==> src/rtl/ucw_pkg.sv <==
package ucw_pkg;
    parameter int ADDR_W     = 32;
    parameter int BYTE_W     = 8;
    parameter int CODE_W     = 4;
    parameter int PAGE_SHIFT = 12;
    parameter int NUM_WIN    = 4;
    parameter int CTL_BYTES  = 4;   // C0..C3, of which C2/C3 are holes
    parameter int WIN_BYTES  = 3;
    parameter logic [BYTE_W-1:0] BASE_IDX = 8'hC0;

    localparam int START_W    = ADDR_W - PAGE_SHIFT;
    localparam int SHIFT_BASE = PAGE_SHIFT - 1;
    localparam logic [CODE_W-1:0] CODE_OFF = '0;
    localparam logic [CODE_W-1:0] CODE_ALL = '1;

    typedef struct packed {
        logic [START_W-1:0] start;
        logic [CODE_W-1:0]  code;
    } win_cfg_t;
endpackage

==> src/rtl/ucw_cfg_bank.sv <==
module ucw_cfg_bank
    import ucw_pkg::*;
#(
    parameter int WINS = NUM_WIN
) (
    input  logic                     clk,
    input  logic                     rst_n,
    input  logic                     wr,
    input  logic [BYTE_W-1:0]        idx,
    input  logic [BYTE_W-1:0]        wdata,
    output logic [BYTE_W-1:0]        rdata,
    output logic                     low64_en,
    output logic                     video_en,
    output logic                     ext_en,
    output win_cfg_t [WINS-1:0]      win
);
    localparam int DEPTH = CTL_BYTES + WIN_BYTES * WINS;
    localparam int OFF_W = $clog2(DEPTH);

    typedef struct packed {
        logic [DEPTH-1:0][BYTE_W-1:0] regs;
    } bank_t;

    bank_t state_d, state_q;

    logic [BYTE_W-1:0] off_full;
    logic [OFF_W-1:0]  off;
    logic              mapped;

    always_comb begin
        off_full = idx - BASE_IDX;
        off      = off_full[OFF_W-1:0];
        mapped   = (idx >= BASE_IDX) && (off_full < BYTE_W'(DEPTH))
                   && (off_full != 8'd2) && (off_full != 8'd3);
    end

    always_comb begin
        state_d = state_q;
        if (wr && mapped) begin
            state_d.regs[off] = wdata;
        end
    end

    always_ff @(posedge clk) begin
        if (!rst_n) begin
            state_q <= '0;
        end else begin
            state_q <= state_d;
        end
    end

    assign rdata    = mapped ? state_q.regs[off] : '0;
    assign low64_en = state_q.regs[0][0];
    assign video_en = state_q.regs[0][1];
    assign ext_en   = state_q.regs[0][3];

    for (genvar k = 0; k < WINS; k++) begin : g_win
        localparam int B0 = CTL_BYTES + WIN_BYTES * k;
        assign win[k].start = {state_q.regs[B0], state_q.regs[B0+1],
                               state_q.regs[B0+2][BYTE_W-1:CODE_W]};
        assign win[k].code  = state_q.regs[B0+2][CODE_W-1:0];
    end

    // a mapped write shows up in the bank one cycle later
    a_r2_write_lands: assert property (@(posedge clk) disable iff (!rst_n)
        (wr && mapped) |=> (state_q.regs[$past(off)] == $past(wdata)));

    // an unmapped write leaves the whole bank untouched
    a_r3_unmapped_ignored: assert property (@(posedge clk) disable iff (!rst_n)
        (wr && !mapped) |=> $stable(state_q.regs));
endmodule

==> src/rtl/ucw_window_match.sv <==
module ucw_window_match
    import ucw_pkg::*;
(
    input  logic              clk,
    input  logic              rst_n,
    input  win_cfg_t          cfg,
    input  logic [ADDR_W-1:0] addr,
    output logic              hit
);
    logic [ADDR_W-1:0] mask;
    logic [ADDR_W-1:0] base;

    always_comb begin
        base = {cfg.start, {PAGE_SHIFT{1'b0}}};
        if (cfg.code == CODE_ALL) begin
            mask = '0;
        end else begin
            mask = {ADDR_W{1'b1}} << (SHIFT_BASE + int'(cfg.code));
        end
        hit = (cfg.code != CODE_OFF) && ((addr & mask) == (base & mask));
    end

    // a disabled window never matches
    a_r4_off_no_hit: assert property (@(posedge clk) disable iff (!rst_n)
        (cfg.code == CODE_OFF) |-> !hit);

    // the whole-space code matches every address
    a_r7_all_hit: assert property (@(posedge clk) disable iff (!rst_n)
        (cfg.code == CODE_ALL) |-> hit);

    // an address equal to the raw start always lies in its own window
    a_r6_start_inside: assert property (@(posedge clk) disable iff (!rst_n)
        ((cfg.code != CODE_OFF) && (addr == base)) |-> hit);
endmodule

==> src/rtl/uncached_window_unit.sv <==
module uncached_window_unit
    import ucw_pkg::*;
#(
    parameter int WINS = NUM_WIN
) (
    input  logic        clk,
    input  logic        rst_n,
    input  logic        cfg_wr,
    input  logic [7:0]  cfg_idx,
    input  logic [7:0]  cfg_wdata,
    output logic [7:0]  cfg_rdata,
    input  logic [31:0] lookup_addr,
    input  logic        legacy_mode,
    input  logic        ext_cache_en_n,
    output logic        cacheable
);
    win_cfg_t [WINS-1:0] win;
    logic [WINS-1:0]     win_hit;
    logic                low64_en, video_en, ext_en;
    logic                video_hole, low64_hole, ext_block;

    ucw_cfg_bank #(.WINS(WINS)) u_bank (
        .clk      (clk),
        .rst_n    (rst_n),
        .wr       (cfg_wr),
        .idx      (cfg_idx),
        .wdata    (cfg_wdata),
        .rdata    (cfg_rdata),
        .low64_en (low64_en),
        .video_en (video_en),
        .ext_en   (ext_en),
        .win      (win)
    );

    for (genvar k = 0; k < WINS; k++) begin : g_match
        ucw_window_match u_match (
            .clk   (clk),
            .rst_n (rst_n),
            .cfg   (win[k]),
            .addr  (lookup_addr),
            .hit   (win_hit[k])
        );
    end

    always_comb begin
        video_hole = video_en && (lookup_addr[31:20] == '0)
                     && (lookup_addr[19:17] >= 3'd5);
        low64_hole = low64_en && legacy_mode && (lookup_addr[19:16] == '0);
        ext_block  = ext_en && ext_cache_en_n;
        cacheable  = !(|win_hit) && !video_hole && !low64_hole && !ext_block;
    end

    // display area is uncached when its bit is set
    a_r8_video_hole: assert property (@(posedge clk) disable iff (!rst_n)
        (video_en && lookup_addr >= 32'h000A_0000 && lookup_addr < 32'h0010_0000)
        |-> !cacheable);

    // low 64 KB of each megabyte is uncached in legacy mode
    a_r9_low64_hole: assert property (@(posedge clk) disable iff (!rst_n)
        (low64_en && legacy_mode && lookup_addr[19:16] == 4'h0) |-> !cacheable);

    // gated external enable blocks caching while deasserted
    a_r10_ext_block: assert property (@(posedge clk) disable iff (!rst_n)
        (ext_en && ext_cache_en_n) |-> !cacheable);
endmodule

==> config.mk <==
export PLATFORM = sky130hd
export DESIGN_NAME = uncached_window_unit
export DESIGN_NICKNAME = d
export VERILOG_FILES = /design/src/rtl/ucw_pkg.sv /design/src/rtl/ucw_cfg_bank.sv /design/src/rtl/ucw_window_match.sv /design/src/rtl/uncached_window_unit.sv
export SDC_FILE = /design/constraint.sdc
export NUM_CORES = 1
export LEC_CHECK = 0
export BUFFER_PORTS_ARGS = -buffer_cell sky130_fd_sc_hd__buf_2
export CAP_MARGIN = 30
export CORE_UTILIZATION = 54
export DETAILED_ROUTE_END_ITERATION = 7
export HOLD_SLACK_MARGIN = 0.02
export PLACE_DENSITY_LB_ADDON = 0.1
export SYNTH_ARGS = -nofsm -noshare
export SYNTH_HDL_FRONTEND = slang
export SYNTH_SLANG_ARGS = --single-unit
==> constraint.sdc <==
create_clock -name clk -period 4.34 [get_ports clk]
set_input_delay 0.217 -clock clk [delete_from_list [all_inputs] [get_ports clk]]
set_output_delay 0.217 -clock clk [all_outputs]
set_load 0.02 [all_outputs]
==> results by group, run 1 <==
Pwr
  • Worst VDD drop: about 0.46 mV
  • LEAKAGE: about 3.5 nW
  • Combinational share of power: 8.8%
  • Reg power frac: about two fifths
  • PwrDens: 309.0 mW/mm2
  • Switching Share: roughly a quarter
  • Internal Power: around 2.1 mW
  • Clock network fraction of design power: between 40% and 50%
  • Sw Pwr: between 700 and 800 uW

Floorplan
  • Num rows: 44
  • Initial Utilization: approximately 56%
  • Die area: roughly 0.016 mm2
  • Die X-Extent: about 130 um
  • Die Y: around 130 um
  • Core Footprint: approximately 0.015 mm2
  • IO Pins: 62

Cells and area
  • Area Growth Syn to Fin: 11.06%
  • Final non-filler cell total: around 1,100
  • Final standard cell area without fillers: a little over 0.009 mm2
  • Share of cells above drive strength 1: 17.69%
  • Filler Cell Count: 1,243
  • NumNets Final: 962
  • Fin util: 62.52%
  • ANT cells: 0

Drt
  • DR iter-0 viols: ~630
  • Post-route ant nets: 0
  • Average vias per placed instance: ~6.5
  • Pre-Repair DR Iteration Count: 7
  • Final WL: about 28,000 um
  • DR WL/cell: between 20 and 30 um
  • # DRC: 0
  • Via count: between 6,000 and 7,000

Clock network
  • # hold bufs at CTS: 0
  • Bufs on Longest Clock Path: 2
  • Worst skew pair latency: roughly 0.42 ns
  • CTS resizes: 0
  • TritonCTS Buffers: 17
  • CTS sink cnt: 128
  • CTS root buf: clkbuf_16
  • CTS tree: done
  • # H-tree levels: 4
  • Setup Buffers After CTS: 0
  • Clock slew at reported path FFs: 0.06 ns

Critical path
  • Crit path capture type: output pin
  • FF-to-FF setup slack: ~3.4 ns
  • Setup crit end: cacheable
  • R2R depth: 2
  • WP data required: ~4.1 ns
  • Worst Setup SP: u_bank.win[1]$_SDFFE_PN0P_
  • RR Startpoint: u_bank.win[75]$_SDFFE_PN0P_
  • Max incr delay on CP: roughly 0.38 ns
  • CP top delay family: simple AND/OR/NAND/NOR gates
  • WP data arrival: between 3 and 4 ns
  • CP Class: reg -> out
  • Crit path max fanout: 7
  • CP Cell Sequence: inv_1 -> ha_1 -> inv_1 -> ha_1 -> inv_1 -> nor2_1 -> a21oi_1 -> nor4b_1 -> a32oi_1 -> a211o_1 -> nand4_2 -> a2111oi_2 -> buf_2
  • Critical path depth: 13
  • Crit path launch type: flop
  • R2R Path End: u_bank.win[75]$_SDFFE_PN0P_
  • WP buf/inv: 4
  • Slowest CP cell: dfxtp_1
  • Most frequent CP cell: inv_1

Timing
  • RSZ-0062 raised after global routing: false
  • Setup violations, final: 0
  • Setup TNS: 0 ns
  • Slew headroom: 32.72%
  • Final Skew: 0 ns
  • Fmax achieved: 286.9 MHz
  • Final Hold Viols: 0
  • Final min period: between 3 and 4 ns
  • Worst slew pin tran: slightly above 1 ns
  • Max Slew Vio Count: 0
  • Final period utilization: 80.30%
  • Fin worst setup slack: around 0.85 ns

Yosys
  • Synth cell count leaders: dfxtp_1 (128), nor2b_1 (107), mux2i_1 (104)
  • Yosys top cell area share: 30.85%
  • Post-Syn Nets: just over 900
  • Register area share after synthesis: between 30 and 40%
  • Top_reg_cell synth: dfxtp_1
  • Post-Syn Area: between 0.008 and 0.009 mm2
  • Syn Area/Cell: 9.680 um2
  • Synth warnings: 0
  • Ys async rst share: 0%
  • EDFF count, synth: 0
  • Main area contributors after synthesis: dfxtp_1 (31%), mux2i_1 (13%), mux4_2 (11%), nor2b_1 (8.1%), xor2_1 (5.5%)
  • Count leader, synth: dfxtp_1
  • Distinct cells, synth: 71
  • Post-synth top area cell: dfxtp_1
  • Seq cells post-synth: between 100 and 150
  • Post-Syn Instances: about 860

Placed design
  • Port buffer count: 61
  • Dpl cell area: about 0.0086 mm2
  • DPL Wire Length: 21,280 um
  • GP Congestion: slightly above 1
  • Pre-CTS WS: around 1.4 ns
  • Placed cells: about 1,100

Global route
  • Global-route wire length before repair: between 40,000 and 50,000 um
  • Largest net degree at the start of global routing: a little under 80
  • Initial antenna violation count: 0
  • GRT Total Usage: between 30% and 40%
  • Remaining Overflow, GRT: 0
  • Vias in the first global route: 6,806

Job
  • Max cap viols: 0

Run status
  • Status: finished, final reports clean

Min path
  • Min-delay worst type: in -> reg
==> cell families (layout without fill, tap and decap cells) <==
group           Yosys count  after routing  synth area share [%]
simple gates            253            253                 18.27
mux                     144            144                 23.43
xor+xnor                 84             84                 8.858
compound gates          141            141                 10.82
flops                   128            128                 30.85
fa+ha+maj                24             24                 3.585
buf+inv                  84            125                 4.188
==> flip-flops by register name, indices dropped and copies added, names as in the netlist <==
name             flops
u_bank.ext_en        1
u_bank.low64_en      1
u_bank.state_q      29
u_bank.video_en      1
u_bank.win          96
==> power groups by stage <==
stage          logic, mW  clock network [mW]  registers, mW
6_report           0.250                1.42           1.18
5_1_grt            0.263                1.49           1.18
4_1_cts            0.242                1.44           1.18
3_5_place_dp       0.241                   0           1.20
3_3_place_gp       0.240                   0           1.20
2_1_floorplan      0.151                   0           1.20
==> through the flow <==
step / hold WS (ns) / total power, mW
after floorplan: 0.3861 / 1.354
after global placement: 0.4391 / 1.444
after detailed placement: 0.4403 / 1.445
after CTS: 0.2198 / 2.858
after global routing: 0.2674 / 2.929
final: 0.2531 / 2.850
==> worst register-to-register path: stages, from the launching register on <==
cell,delay [ns]
dfxtp_1,0.57
mux2i_1,0.13
nor2b_1,0.13
==> placed cells by master, fill, tap and decap left out, types with 4 or more instances in the layout <==
| cell type | synthesis | routed |
|---|---|---|
| a211oi_1 | 4 | 4 |
| buf_2 | 8 | 61 |
| inv_6 | 0 | 5 |
| mux4_2 | 39 | 39 |
| and3_1 | 10 | 10 |
| nor2b_1 | 107 | 107 |
| nand2_1 | 28 | 28 |
| o21ai_0 | 38 | 38 |
| mux2i_1 | 104 | 104 |
| xor2_1 | 52 | 52 |
| nor4_1 | 7 | 7 |
| a22oi_1 | 6 | 6 |
| o21a_1 | 4 | 4 |
| nand4_1 | 7 | 7 |
| and2_1 | 16 | 16 |
| o21ai_1 | 12 | 12 |
| nand3_1 | 15 | 15 |
| ha_1 | 23 | 23 |
| xnor2_1 | 32 | 32 |
| a21boi_0 | 8 | 8 |
| a31oi_1 | 4 | 4 |
| nand2b_1 | 8 | 8 |
| nor2_1 | 23 | 23 |
| clkbuf_16 | 0 | 17 |
| inv_1 | 27 | 27 |
| a21oi_1 | 34 | 34 |
| nor3_1 | 5 | 5 |
| dfxtp_1 | 128 | 128 |
| nor2_4 | 6 | 6 |
==> per-layer routing <==
metal | global-route usage, % | up-vias | part of all wire, % | routed length, um
met2 | 56.91 | 381 | 44 | 12510
met4 | 23.39 | 0 | 6.9 | 1976
met5 | 0 | - | 0 | 0
met3 | 7.392 | 115 | 7.7 | 2204
li1 | - | 3108 | - | -
met1 | 48.66 | 3392 | 41 | 11800
==> layout make-up <==
| type | count | area [um2] | share of cell area (%) |
|---|---|---|---|
| clock buffer | 18 | 429.2 | 4.653 |
| clock inverter | 14 | 153.9 | 1.668 |
| inverter | 28 | 105.1 | 1.139 |
| multi-input combinational | 646 | 5395 | 58.49 |
| sequential | 128 | 2562 | 27.78 |
| tap | 184 | 230.2 | 2.496 |
| timing repair buffer | 65 | 347.8 | 3.771 |
==> worst min path at each step <==
stage / start / to / slack [ns] / cells after the start
after global placement: u_bank.state_q[27]$_SDFFE_PN0P_ / u_bank.state_q[27]$_SDFFE_PN0P_ / 0.44 / 1
final: cfg_wdata[6] / u_bank.state_q[6]$_SDFFE_PN0P_ / 0.25 / 3
after global routing: cfg_wdata[3] / u_bank.ext_en$_SDFFE_PN0P_ / 0.27 / 3
after CTS: cfg_wdata[6] / u_bank.state_q[6]$_SDFFE_PN0P_ / 0.22 / 3
after floorplan: cfg_wdata[3] / u_bank.state_q[11]$_SDFFE_PN0P_ / 0.39 / 2
after detailed placement: u_bank.state_q[17]$_SDFFE_PN0P_ / u_bank.state_q[17]$_SDFFE_PN0P_ / 0.44 / 1
Power figures use the tool's default switching activity.
==> run 2: changes to the inputs <==
--- a/config.mk
+++ b/config.mk
@@ -5,6 +5,7 @@
 export SDC_FILE = /design/constraint.sdc
 export NUM_CORES = 1
 export LEC_CHECK = 0
+export ABC_AREA = 1
 export BUFFER_PORTS_ARGS = -buffer_cell sky130_fd_sc_hd__buf_2
 export CAP_MARGIN = 30
 export CORE_UTILIZATION = 54
==> constraint.sdc (replaced) <==
create_clock -name clk -period 2.9 [get_ports clk]
set_input_delay 0.145 -clock clk [delete_from_list [all_inputs] [get_ports clk]]
set_output_delay 0.145 -clock clk [all_outputs]
set_load 0.02 [all_outputs]
==> results by group, run 2 <==
Critical path
  • Worst Setup SP: u_bank.win[25]$_SDFFE_PN0P_ (was u_bank.win[1]$_SDFFE_PN0P_)
  • Slowest CP cell: dfxtp_1 (unchanged)
  • CP Class: reg -> out (unchanged)
  • RR Startpoint: u_bank.win[50]$_SDFFE_PN0P_ (was u_bank.win[75]$_SDFFE_PN0P_)
  • Crit path launch type: flop (unchanged)
  • Max incr delay on CP: 0.34 ns (was 0.38 ns)
  • WP data required: 2.76 ns (was 4.12 ns)
  • WP data arrival: 2.61 ns (was 3.27 ns)
  • Crit path max fanout: 7 (unchanged)
  • CP Cell Sequence: inv_2 -> ha_4 -> inv_1 -> ha_4 -> nand2_1 -> nand2_1 -> nand2_1 -> nor2_1 -> a21oi_1 -> nor2_1 -> nand2_1 -> nor2_1 -> nand3_1 -> nand3_1 -> nor2_1 -> buf_2 (was inv_1 -> ha_1 -> inv_1 -> ha_1 -> inv_1 -> nor2_1 -> a21oi_1 -> nor4b_1 -> a32oi_1 -> a211o_1 -> nand4_2 -> a2111oi_2 -> buf_2)
  • R2R depth: 2 (unchanged)
  • CP top delay family: simple AND/OR/NAND/NOR gates (unchanged)
  • Crit path capture type: output pin (unchanged)
  • Critical path depth: 16 (was 13)
  • WP buf/inv: 3 (was 4)

Cells and area
  • Share of cells above drive strength 1: 13.03% (was 17.69%)
  • Commonest non-fill, non-tap cell in the layout: nand2_1 (was dfxtp_1)
  • Area Growth Syn to Fin: 14.92% (was 11.06%)
  • ANT cells: 0 (unchanged)
  • Max FFs per register: 96 (unchanged)
  • Fin util: 64.66% (was 62.52%)
  • NumNets Final: 1,283 (was 962)
  • Filler Cell Count: 1,302 (was 1,243)
  • Commonest non-fill, non-tap cells in the layout: nand2_1 (192), o21ai_0 (180), dfxtp_1 (125), nor2_1 (119), inv_1 (102) (was dfxtp_1 (128), nor2b_1 (107), mux2i_1 (104), buf_2 (61), xor2_1 (52))

Drt
  • # DRC: 0 (unchanged)
  • DR iter-0 viols: 1,080 (was 631)
  • Final WL: 28,230 um (was 28,500 um)
  • Via count: 8,379 (was 6,996)
  • DR WL/cell: 20.16 um (was 26.31 um)
  • Average vias per placed instance: 5.985 (was 6.460)
  • Pre-Repair DR Iteration Count: 6 (was 7)
  • Post-route ant nets: 0 (unchanged)

Global route
  • Initial antenna violation count: 0 (unchanged)
  • Global-route wire length before repair: 42,060 um (was 43,150 um)
  • Remaining Overflow, GRT: 0 (unchanged)
  • GRT Total Usage: 37.72% (was 37.32%)
  • Vias in the first global route: 7,516 (was 6,806)
  • Largest net degree at the start of global routing: 129 (was 77)

Yosys
  • Distinct cells, synth: 35 (was 71)
  • Register area share after synthesis: 32.31% (was 30.85%)
  • Synth cell count leaders: nand2_1 (192), o21ai_0 (183), dfxtp_1 (128) (was dfxtp_1 (128), nor2b_1 (107), mux2i_1 (104))
  • Ys async rst share: 0% (unchanged)
  • Count leader, synth: nand2_1 (was dfxtp_1)
  • Post-Syn Instances: 1,179 (was 858)
  • Syn Area/Cell: 6.727 um2 (was 9.680 um2)
  • Top_reg_cell synth: dfxtp_1 (unchanged)
  • Post-Syn Nets: 1,255 (was 934)
  • Main area contributors after synthesis: dfxtp_1 (32%), o21ai_0 (12%), nand2_1 (9.1%), xor2_1 (6.8%), nor2_1 (6.0%) (was dfxtp_1 (31%), mux2i_1 (13%), mux4_2 (11%), nor2b_1 (8.1%), xor2_1 (5.5%))
  • Post-Syn Area: 0.007931 mm2 (was 0.008305 mm2)
  • Post-Synth XOR/XNOR Area: 8.724% (was 8.858%)
  • Synth warnings: 0 (unchanged)
  • EDFF count, synth: 0 (unchanged)
  • Synth Area in Compound Gates: 24.59% (was 10.82%)
  • Yosys top cell area share: 32.31% (was 30.85%)
  • Simple-Gate Fraction of Synth Area: 21.50% (was 18.27%)
  • Post-synth top area cell: dfxtp_1 (unchanged)
  • Adder-cell share of the synthesized area: 3.628% (was 3.585%)
  • Largest family of logic cells by synthesized area: compound AO/OA/AOI/OAI gates (was multiplexers)
  • Seq cells post-synth: 128 (unchanged)
  • Mux cell area share after synthesis: 0% (was 23.43%)

Floorplan
  • Die Y: 123.2 um (was 126.0 um)
  • Num rows: 43 (was 44)
  • Die X-Extent: 123.2 um (was 126.0 um)
  • IO Pins: 62 (unchanged)
  • Die area: 0.01518 mm2 (was 0.01588 mm2)
  • Initial Utilization: 56.27% (was 56.29%)
  • Core Footprint: 0.01410 mm2 (was 0.01475 mm2)

Clock network
  • Clock slew at reported path FFs: 0.06 ns (about the same)
  • CTS tree: done (unchanged)
  • CTS root buf: clkbuf_16 (unchanged)
  • CTS sink cnt: 128 (unchanged)
  • Bufs on Longest Clock Path: 2 (unchanged)
  • # hold bufs at CTS: 0 (unchanged)
  • # H-tree levels: 4 (unchanged)
  • TritonCTS Buffers: 17 (unchanged)
  • Worst skew pair latency: 0.42 ns (about the same)

Timing
  • Max Slew Vio Count: 0 (unchanged)
  • Slew headroom: 44.22% (was 32.72%)
  • Fmax achieved: approximately 360 MHz
  • Fin worst setup slack: 0.1470 ns (was 0.8549 ns)
  • Final min period: around 2.8 ns
  • Worst slew pin tran: 0.8321 ns (was 1.009 ns)
  • Setup TNS: 0 ns (unchanged)
  • Final Hold Viols: 0 (unchanged)
  • Final Skew: 0 ns (unchanged)
  • Final period utilization: between 90% and 100%
  • Setup violations, final: 0 (unchanged)

Min path
  • Worst Hold Path Cells: 3 (unchanged)
  • Worst hold start: cfg_wdata[3] (was cfg_wdata[6])
  • Min-delay worst type: in -> reg (unchanged)

Placed design
  • GP Congestion: 0.9520 (was 1.007)
  • Port buffer count: 61 (unchanged)
  • DPL Wire Length: 20,110 um (was 21,280 um)
  • Pre-CTS WS: 0.3131 ns (was 1.355 ns)

Job
  • Max cap viols: 0 (unchanged)

Pwr
  • LEAKAGE: 4.267 nW (was 3.453 nW)
  • PwrDens: 507.8 mW/mm2 (was 309.0 mW/mm2)
  • Overall power: 4.629 mW (was 2.850 mW)
  • Worst VDD drop: 0.5723 mV (was 0.4593 mV)

Run status
  • Status: finished, final reports clean (unchanged)
==> run 2: cell types whose count changed after synthesis, sizes merged, moves of 16 or more <==
cell / before / now
nor2b: 107 / 0
o22ai: 3 / 49
o21ai: 50 / 189
nor2: 32 / 134
mux2i: 104 / 0
mux4: 40 / 0
nand3: 17 / 62
and2: 16 / 0
inv: 28 / 116
nand2: 28 / 196
a21oi: 35 / 94
==> run 2: cells by family after synthesis <==
logic type / Yosys count
xor gates and xnor gates: 79
buffers and inverters: 184
AOI/OAI and AO/OA: 358
DFF: 128
adders and majority gates: 23
and+or+nand+nor: 407
==> run 2: worst register-to-register path: cells and delay by family (launching register included) <==
family	cells	cell delay [ns]
AO/OA/AOI/OAI	1	0.16
buffers and inverters	1	0.16
flip-flops	1	0.55
==> run 2: cell type report <==
cell class | instances | area (um2) | area share, %
multi-input cells | 867 | 4765 | 52.27
flip-flops and latches | 128 | 2566 | 28.15
clock buffers | 20 | 456.7 | 5.010
repair buffers | 76 | 455.4 | 4.997
inverters | 117 | 441.7 | 4.846
well taps | 180 | 225.2 | 2.471
clock inverters | 12 | 205.2 | 2.251
==> run 2: layer usage <==
layer,up-vias,wire length [um],track usage [%]
li1,3996,-,-
met1,3728,11970,51.93
met2,551,11880,55.48
met3,104,3031,8.072
met4,0,1346,18.67
met5,-,0,0.3472
==> run 2: path summary, 6_finish.rpt <==
kind	to	slack, ns
hold / removal	u_bank.win[51]$_SDFFE_PN0P_	0.06
setup reg to reg	u_bank.win[50]$_SDFFE_PN0P_	1.96
setup / recovery	cacheable	0.15
hold reg to reg	u_bank.state_q[17]$_SDFFE_PN0P_	0.43
==> run 2: power breakdown <==
group / switching (mW) / internal (mW)
Clock: 0.831 / 1.58
Sequential: 0.00413 / 1.76
Combinational: 0.313 / 0.142
==> run 2: timing repair <==
action | 4_1_cts | 5_1_grt
setup endpoints to repair | 1 | 1
buffers inserted | 0 | 5
resized for setup | 10 | 29
==> run 2: metrics by stage <==
step                area (um2)  hold slack [ns]  cells
finish                    9115          0.06286   1400
global route              9115           0.1130   1400
CTS                       8967          0.04772   1395
detailed placement        8283           0.4179   1363
global placement          8283           0.4155   1363
floorplan                 7931           0.3109   1179
